===== src/rtl/pf_pkg.sv =====
package pf_pkg;
  localparam int PF_NUM  = 8;
  localparam int PF_WDOG = 3;
  localparam int PF_DW   = 16;
  localparam int PF_AW   = 2;

  // register addresses
  typedef enum logic [PF_AW-1:0] {
    PF_A_SET  = 2'd0,
    PF_A_CLR  = 2'd1,
    PF_A_CFG  = 2'd2,
    PF_A_BOTH = 2'd3
  } pf_addr_e;

  // peripheral slot numbers (order is the output bit order)
  localparam int PF_WKUP  = 0;
  localparam int PF_TIM0  = 1;
  localparam int PF_RADIO = 2;
  localparam int PF_USB   = 4;
  localparam int PF_DMA   = 5;
  localparam int PF_TIM1  = 6;
  localparam int PF_TIM2  = 7;
endpackage


===== src/rtl/pf_regbank.sv =====
module pf_regbank
  import pf_pkg::*;
#(
  parameter int NUM = PF_NUM,
  parameter int DW  = PF_DW
) (
  input  logic             clk,
  input  logic             rst_n,
  input  logic             wr_en,
  input  logic [PF_AW-1:0] addr,
  input  logic [DW-1:0]    wdata,
  output logic [NUM-1:0]   prog_state,
  output logic             dbg_en,
  output logic [DW-1:0]    rdata
);
  localparam int PAIR_W = 2 * NUM;

  logic [NUM-1:0] set_mask;
  logic [NUM-1:0] clr_mask;
  logic           cfg_we;

  // decode the write into set and clear masks
  always_comb begin
    set_mask = '0;
    clr_mask = '0;
    cfg_we   = 1'b0;
    if (wr_en) begin
      unique case (pf_addr_e'(addr))
        PF_A_SET:  set_mask = wdata[NUM-1:0];
        PF_A_CLR:  clr_mask = wdata[NUM-1:0];
        PF_A_CFG:  cfg_we   = 1'b1;
        PF_A_BOTH: begin
          set_mask = wdata[NUM-1:0];
          clr_mask = wdata[PAIR_W-1:NUM];
        end
      endcase
    end
  end

  // one flop per peripheral; set takes priority over clear
  for (genvar i = 0; i < NUM; i++) begin : g_bit
    always_ff @(posedge clk or negedge rst_n) begin
      if (!rst_n)           prog_state[i] <= 1'b0;
      else if (set_mask[i]) prog_state[i] <= 1'b1;
      else if (clr_mask[i]) prog_state[i] <= 1'b0;
    end
  end

  always_ff @(posedge clk or negedge rst_n) begin
    if (!rst_n)      dbg_en <= 1'b1;
    else if (cfg_we) dbg_en <= wdata[0];
  end

  // read mux
  always_comb begin
    rdata = '0;
    unique case (pf_addr_e'(addr))
      PF_A_SET, PF_A_CLR: rdata[NUM-1:0]    = prog_state;
      PF_A_CFG:           rdata[0]          = dbg_en;
      PF_A_BOTH:          rdata[PAIR_W-1:0] = {prog_state, prog_state};
    endcase
  end
endmodule


===== src/rtl/pf_freeze_mux.sv =====
module pf_freeze_mux
  import pf_pkg::*;
#(
  parameter int NUM      = PF_NUM,
  parameter int WDOG_IDX = PF_WDOG
) (
  input  logic [NUM-1:0] prog_state,
  input  logic           dbg_en,
  input  logic           halt,
  input  logic           wdog_rst_mode,
  output logic [NUM-1:0] freeze
);
  logic halt_all;
  assign halt_all = halt & dbg_en;

  for (genvar i = 0; i < NUM; i++) begin : g_slot
    if (i == WDOG_IDX) begin : g_wdog
      // halt always stops the watchdog; software only in interrupt mode
      assign freeze[i] = halt | (prog_state[i] & ~wdog_rst_mode);
    end else begin : g_plain
      assign freeze[i] = prog_state[i] | halt_all;
    end
  end
endmodule


===== src/rtl/periph_freeze_ctrl.sv =====
module periph_freeze_ctrl
  import pf_pkg::*;
#(
  parameter int NUM      = PF_NUM,
  parameter int WDOG_IDX = PF_WDOG,
  parameter int DW       = PF_DW
) (
  input  logic             clk,
  input  logic             rst_n,
  input  logic             reg_wr,
  input  logic [PF_AW-1:0] reg_addr,
  input  logic [DW-1:0]    reg_wdata,
  output logic [DW-1:0]    reg_rdata,
  input  logic             dbg_halt,
  input  logic             wdog_rst_mode,
  output logic [NUM-1:0]   freeze
);
  logic [NUM-1:0] prog_state;
  logic           dbg_en;

  pf_regbank #(.NUM(NUM), .DW(DW)) u_regs (
    .clk        (clk),
    .rst_n      (rst_n),
    .wr_en      (reg_wr),
    .addr       (reg_addr),
    .wdata      (reg_wdata),
    .prog_state (prog_state),
    .dbg_en     (dbg_en),
    .rdata      (reg_rdata)
  );

  pf_freeze_mux #(.NUM(NUM), .WDOG_IDX(WDOG_IDX)) u_mux (
    .prog_state    (prog_state),
    .dbg_en        (dbg_en),
    .halt          (dbg_halt),
    .wdog_rst_mode (wdog_rst_mode),
    .freeze        (freeze)
  );
endmodule


===== config.mk =====
export PLATFORM = sky130hd
export DESIGN_NAME = periph_freeze_ctrl
export DESIGN_NICKNAME = d
export VERILOG_FILES = /design/src/rtl/pf_pkg.sv /design/src/rtl/pf_regbank.sv /design/src/rtl/pf_freeze_mux.sv /design/src/rtl/periph_freeze_ctrl.sv
export SDC_FILE = /design/constraint.sdc
export NUM_CORES = 1
export LEC_CHECK = 0
export BUFFER_PORTS_ARGS = -buffer_cell sky130_fd_sc_hd__buf_2
export CAP_MARGIN = 20
export CORE_MARGIN = 8
export CORE_UTILIZATION = 35
export DETAILED_ROUTE_END_ITERATION = 7
export PLACE_DENSITY = 0.79
export SYNTH_ARGS = -nofsm -noshare
export SYNTH_HDL_FRONTEND = slang
export SYNTH_HIERARCHICAL = 1
export SYNTH_SLANG_ARGS = --single-unit

===== constraint.sdc =====
create_clock -name clk -period 1.3 [get_ports clk]
set_input_delay 0.26 -clock clk [delete_from_list [all_inputs] [get_ports clk]]
set_output_delay 0.26 -clock clk [all_outputs]
set_load 0.02 [all_outputs]

Yosys cells after proc, flatten, opt, wreduce, memory -nomap -nowiden --
Cells that the tools add are included.
Word-level totals: flip-flop bits (word level) 9, latch bits 0, RAM bits 0, bits in read-only memories 0, output and inout bits 24, logic and storage cells 59, memories kept 0
Operators by class: $add $sub $neg 0, $mul 0, div/mod/pow operators 0, order comparisons 0, equality and inequality tests 3, shift operators 0, multiplexer cells 25, bitwise operators 11, reduce and logical (&&, ||, !) cells 11
Operator list (count):
- $mux 8 | 4
- $mux 1 | 18
- $pmux 8 s2 | 1
- $reduce_bool 2->1 | 8
- $or 1x1->1 | 8
- $mux 7 | 1
- $eq 2x2->1 const B | 2
- $reduce_or 3->1 | 1
- $and 1x1->1 | 2
- $eq 2x1->1 const B | 1
- $logic_not 2->1 | 1
- $pmux 1 s2 | 1
- $reduce_or 2->1 | 1
- $not 1->1 | 1

Depth between registers and ports, before layout --
depth after elaboration 5, gate-level depth with buffers 5, depth with buffers taken out 4

Hierarchy --
The synthesis kept the hierarchy.
By module, submodules not included:
- pf_regbank | times used 1, cells an instance 69, area an instance 690.7 um2, sequential area each 226.5 um2
- pf_freeze_mux | times used 1, cells an instance 10, area an instance 62.6 um2, sequential area each 0.0 um2

Worst setup path before layout --
OpenSTA, ideal clock, no wires.
path kind input to output, from input port reg_addr[0], to output port reg_rdata[0], arrival time 0.993 ns, data required time 1.040 ns, slack 0.047 ns, stages 3, cells stage by stage inv_1 > ha_1 > mux2_2
Between the ends: word-level cells in the longest chain between the ends 3, elaborated cells on any way between the ends 6
RTL lines:
- from (decl) | RTL line periph_freeze_ctrl.sv:11 | input logic [PF_AW-1:0] reg_addr,
- $eq 2x1->1, or another cell as far along | RTL line pf_regbank.sv:57 | unique case (pf_addr_e'(addr))
- $reduce_or 3->1 (no source line)
- $pmux 1 s2 * | RTL line pf_regbank.sv:57
- to (decl) | RTL line periph_freeze_ctrl.sv:13 | output logic [DW-1:0] reg_rdata,
Mark *: on every way between the ends. The rest lies on a longest branch, timed or not.

Worst setup path in the final report --
from register u_regs.dbg_en, to output port freeze[5]
Between the ends: word-level cells in the longest chain between the ends 2
RTL lines:
- from (decl) | RTL line pf_regbank.sv:13 | output logic dbg_en,
- from (signal assigned) | RTL line pf_regbank.sv:51 | else if (cfg_we) dbg_en <= wdata[0];
- $and 1x1->1 | RTL line pf_freeze_mux.sv:14 | assign halt_all = halt & dbg_en;
- $or 1x1->1 | RTL line pf_freeze_mux.sv:21 | assign freeze[i] = prog_state[i] | halt_all;
- to (decl) | RTL line periph_freeze_ctrl.sv:16 | output logic [NUM-1:0] freeze
No other way between the ends.

==> flow_summary_export.csv <==
group,metric,value,unit
run_status,status,"finished with violations",
run_status,failed_checks,"setup timing",
power_and_ir_drop,peakVddDrop,0.759,mV
grt,grt_pass1_wl,4.28,mm
power_and_ir_drop,power_frac_clock,19.1,%
yosys,synthesis.nets,106,
critical_path,worstReg2RegEnd,"u_regs/prog_state[3]",
grt,grt_pass1_vias,857,
route,finalWirelength,2.82,mm
timing,fmax,0.701,GHz
floorplan,dieArea,0.00389,mm^2
critical_path,worst_setup_path_start_kind,"flip-flop",
placed_design,io_buffers,46,
power_and_ir_drop,p_int,764,uW
clocking,root_buffer,"clkbuf_4",
yosys,synthArstFlopShare,100,%
timing,layout_min_cycle_time,1.43,ns
power_and_ir_drop,power,1200,uW
placed_design,gp_congestion,0.796,
timing,setup_viol,9,
grt,grt_overflow,0,
critical_path,r2r_start,"u_regs/prog_state[3]",
route,drc_errors,0,
critical_path,cp_max_fo,7,
clocking,cts_tree,"done",
yosys,avgSynthCellArea,9.53,um^2
clocking,htree_levels,1,
clocking,path_clk_slew,0.06,ns
power_and_ir_drop,p_switching,440,uW
timing,final.setup_skew,0,ns
power_and_ir_drop,power.leakage,0.000656,uW
timing,setup_ws,-0.127,ns
yosys,synth_flop_cell,"dfrtp_1",
floorplan,ioPinCount,47,
route,firstDrtPassIters,4,
yosys,synth_top_area_cell,"dfrtp_1",
route,routed-via-count,827,
clocking,clk_latency,0.26,ns
cells_and_area,drive_gt1_share,58.7,%
grt,grt.total_usage,13.3,%
route,ant_nets,0,
timing,hold_violations,0,
flow_run,cap_violations,0,
timing,worstMarginPinSlew,0.361,ns
power_and_ir_drop,switching_share,36.6,%
timing,rsz0062_at_grt,"true",
critical_path,startpoint,"u_regs/dbg_en",
cells_and_area,nNetsFinal,166,
yosys,syn_area,753,um^2
grt,grt_max_degree,18,
timing,relSlewSlack,75.9,%
power_and_ir_drop,comb_power_share,50.6,%
min_path,holdPathStages,2,
critical_path,worstPathArrival,1.17,ns
critical_path,critPathCaptureType,"output port",
clocking,cts_buffers,3,
yosys,synth.area.top_cells,"dfrtp_1, a211o_1, and2_2, ha_1, nand2b_1",
placed_design,dp_hpwl,1.97,mm
route,via_per_inst,5.01,
cells_and_area,final_util,63.4,%
yosys,ys_top_cells_by_count,"and2_2, dfrtp_1, nand2b_1",
critical_path,ff2ff_setup_slack,0.27,ns
power_and_ir_drop,pwr-share-seq,30.3,%
placed_design,dp_worst_setup_slack,-0.140,ns
cells_and_area,final_cells,165,
critical_path,r2r.worst_path.cells,3,
cells_and_area,area_delta_synth_final,68.6,%
yosys,yosys_warnings,6,
placed_design,dp_cells,155,
yosys,netlist_instances,79,
floorplan,core_area,0.00200,mm^2
yosys,synth_top_cell_area_share,26.6,%
grt,antenna_found_initial,0,
route,routedWlPerCell,17.1,um
yosys,synth-seq-area-share,30.1,%
floorplan,dieWidth,62.4,um
timing,slew_violations,0,
critical_path,crit_end,"freeze[5]",
clocking,clk_path_buf_depth,2,
cells_and_area,antennaDiodeCount,0,
timing,finalCritPeriodShare,110,%
route,first_iter_violations,19,
critical_path,crit_type,"flip-flop to output port",
yosys,synth_edf_count,0,
critical_path,required,1.04,ns
yosys,synth_cell_types,23,
floorplan,fp.dieH,62.4,um
power_and_ir_drop,p_per_area,948,mW/mm^2
clocking,clock_sinks,9,
timing,tns,-0.865,ns
yosys,ys_ff_latch,9,
min_path,hp-class,"input pin to flip-flop",
floorplan,start_util,37.6,%
floorplan,row_count,16,
==> power by group through the flow <==
stage | Sequential, uW | Combinational, uW | Clock (uW)
2_1_floorplan | 355 | 295 | 0
3_3_place_gp | 363 | 449 | 0
3_5_place_dp | 366 | 460 | 0
4_1_cts | 362 | 533 | 237
5_1_grt | 370 | 645 | 249
6_report | 365 | 609 | 229
==> area by class of cell <==
| cell class | instances | area [um^2] |
|---|---|---|
| flip-flops and latches | 9 | 226 |
| clock buffers | 4 | 26.3 |
| inverters | 4 | 15.0 |
| well taps | 27 | 33.8 |
| repair buffers | 58 | 443 |
| fillers | 168 | 732 |
| multi-input cells | 63 | 526 |
==> repair_timing <==
action / CTS / global route
resized for setup: 28 / 26
buffers inserted: 1 / 4
pin swaps: 0 / 2
endpoints found under the setup margin: 24 / 20
hold buffers: 1 / 0
endpoints found under the hold margin: 8 / 0
==> critical path: stages, from the launching register on <==
cell and delay [ns]:
dfstp_2 0.57, nand2_4 0.10, nand2b_1 0.11, buf_6 0.12
==> worst min-delay path by stage <==
stage | slack (ns) | endpoint | start
floorplan | -0.04 | u_regs/prog_state[0] | rst_n
global placement | 0.12 | u_regs/prog_state[0] | rst_n
detailed placement | 0.13 | u_regs/prog_state[0] | rst_n
CTS | 0.25 | u_regs/dbg_en | reg_wdata[0]
global route | 0.26 | u_regs/dbg_en | reg_wdata[0]
finish | 0.26 | u_regs/dbg_en | reg_wdata[0]
==> per-stage QoR <==
step / area (um^2) / hold slack, ns
2_1_floorplan: 753 / -0.0356
3_3_place_gp: 1030 / 0.125
3_5_place_dp: 1030 / 0.128
4_1_cts: 1170 / 0.247
5_1_grt: 1270 / 0.260
6_report: 1270 / 0.258
==> layout by cell type (no fill, tap or decap), types with 4 or more instances in the layout <==
cell and n:
a211o_1 7, a22oi_1 6, and2_2 4, and2_4 4, and2b_1 6, and3_1 7, buf_2 22, buf_4 19
buf_6 16, dfrtp_1 8, nand2b_1 7, nor2b_1 4
==> flip-flops by register name (all words and copies together), names as in the netlist <==
signal / cells
u_regs/dbg_en: 1
u_regs/prog_state: 8
==> layer usage <==
layer  track usage (%)  wire, um  vias to the layer above
met5                 0         0                        -
met4              3.42        21                        0
met3              5.38       153                        2
met2              24.2      1510                       33
met1              13.8      1130                      397
li1                  -         -                      395
==> cell families after synthesis <==
kind of cell / Yosys count / synth area share (%)
multiplexers: 2 / 3.49
AND/OR/NAND/NOR: 40 / 34.7
buffers and inverters: 7 / 5.98
AO/OA/AOI/OAI: 17 / 19.1
adder cells (fa/ha/maj): 4 / 6.64
flip-flops: 9 / 30.1
Power figures use the tool's default switching activity.
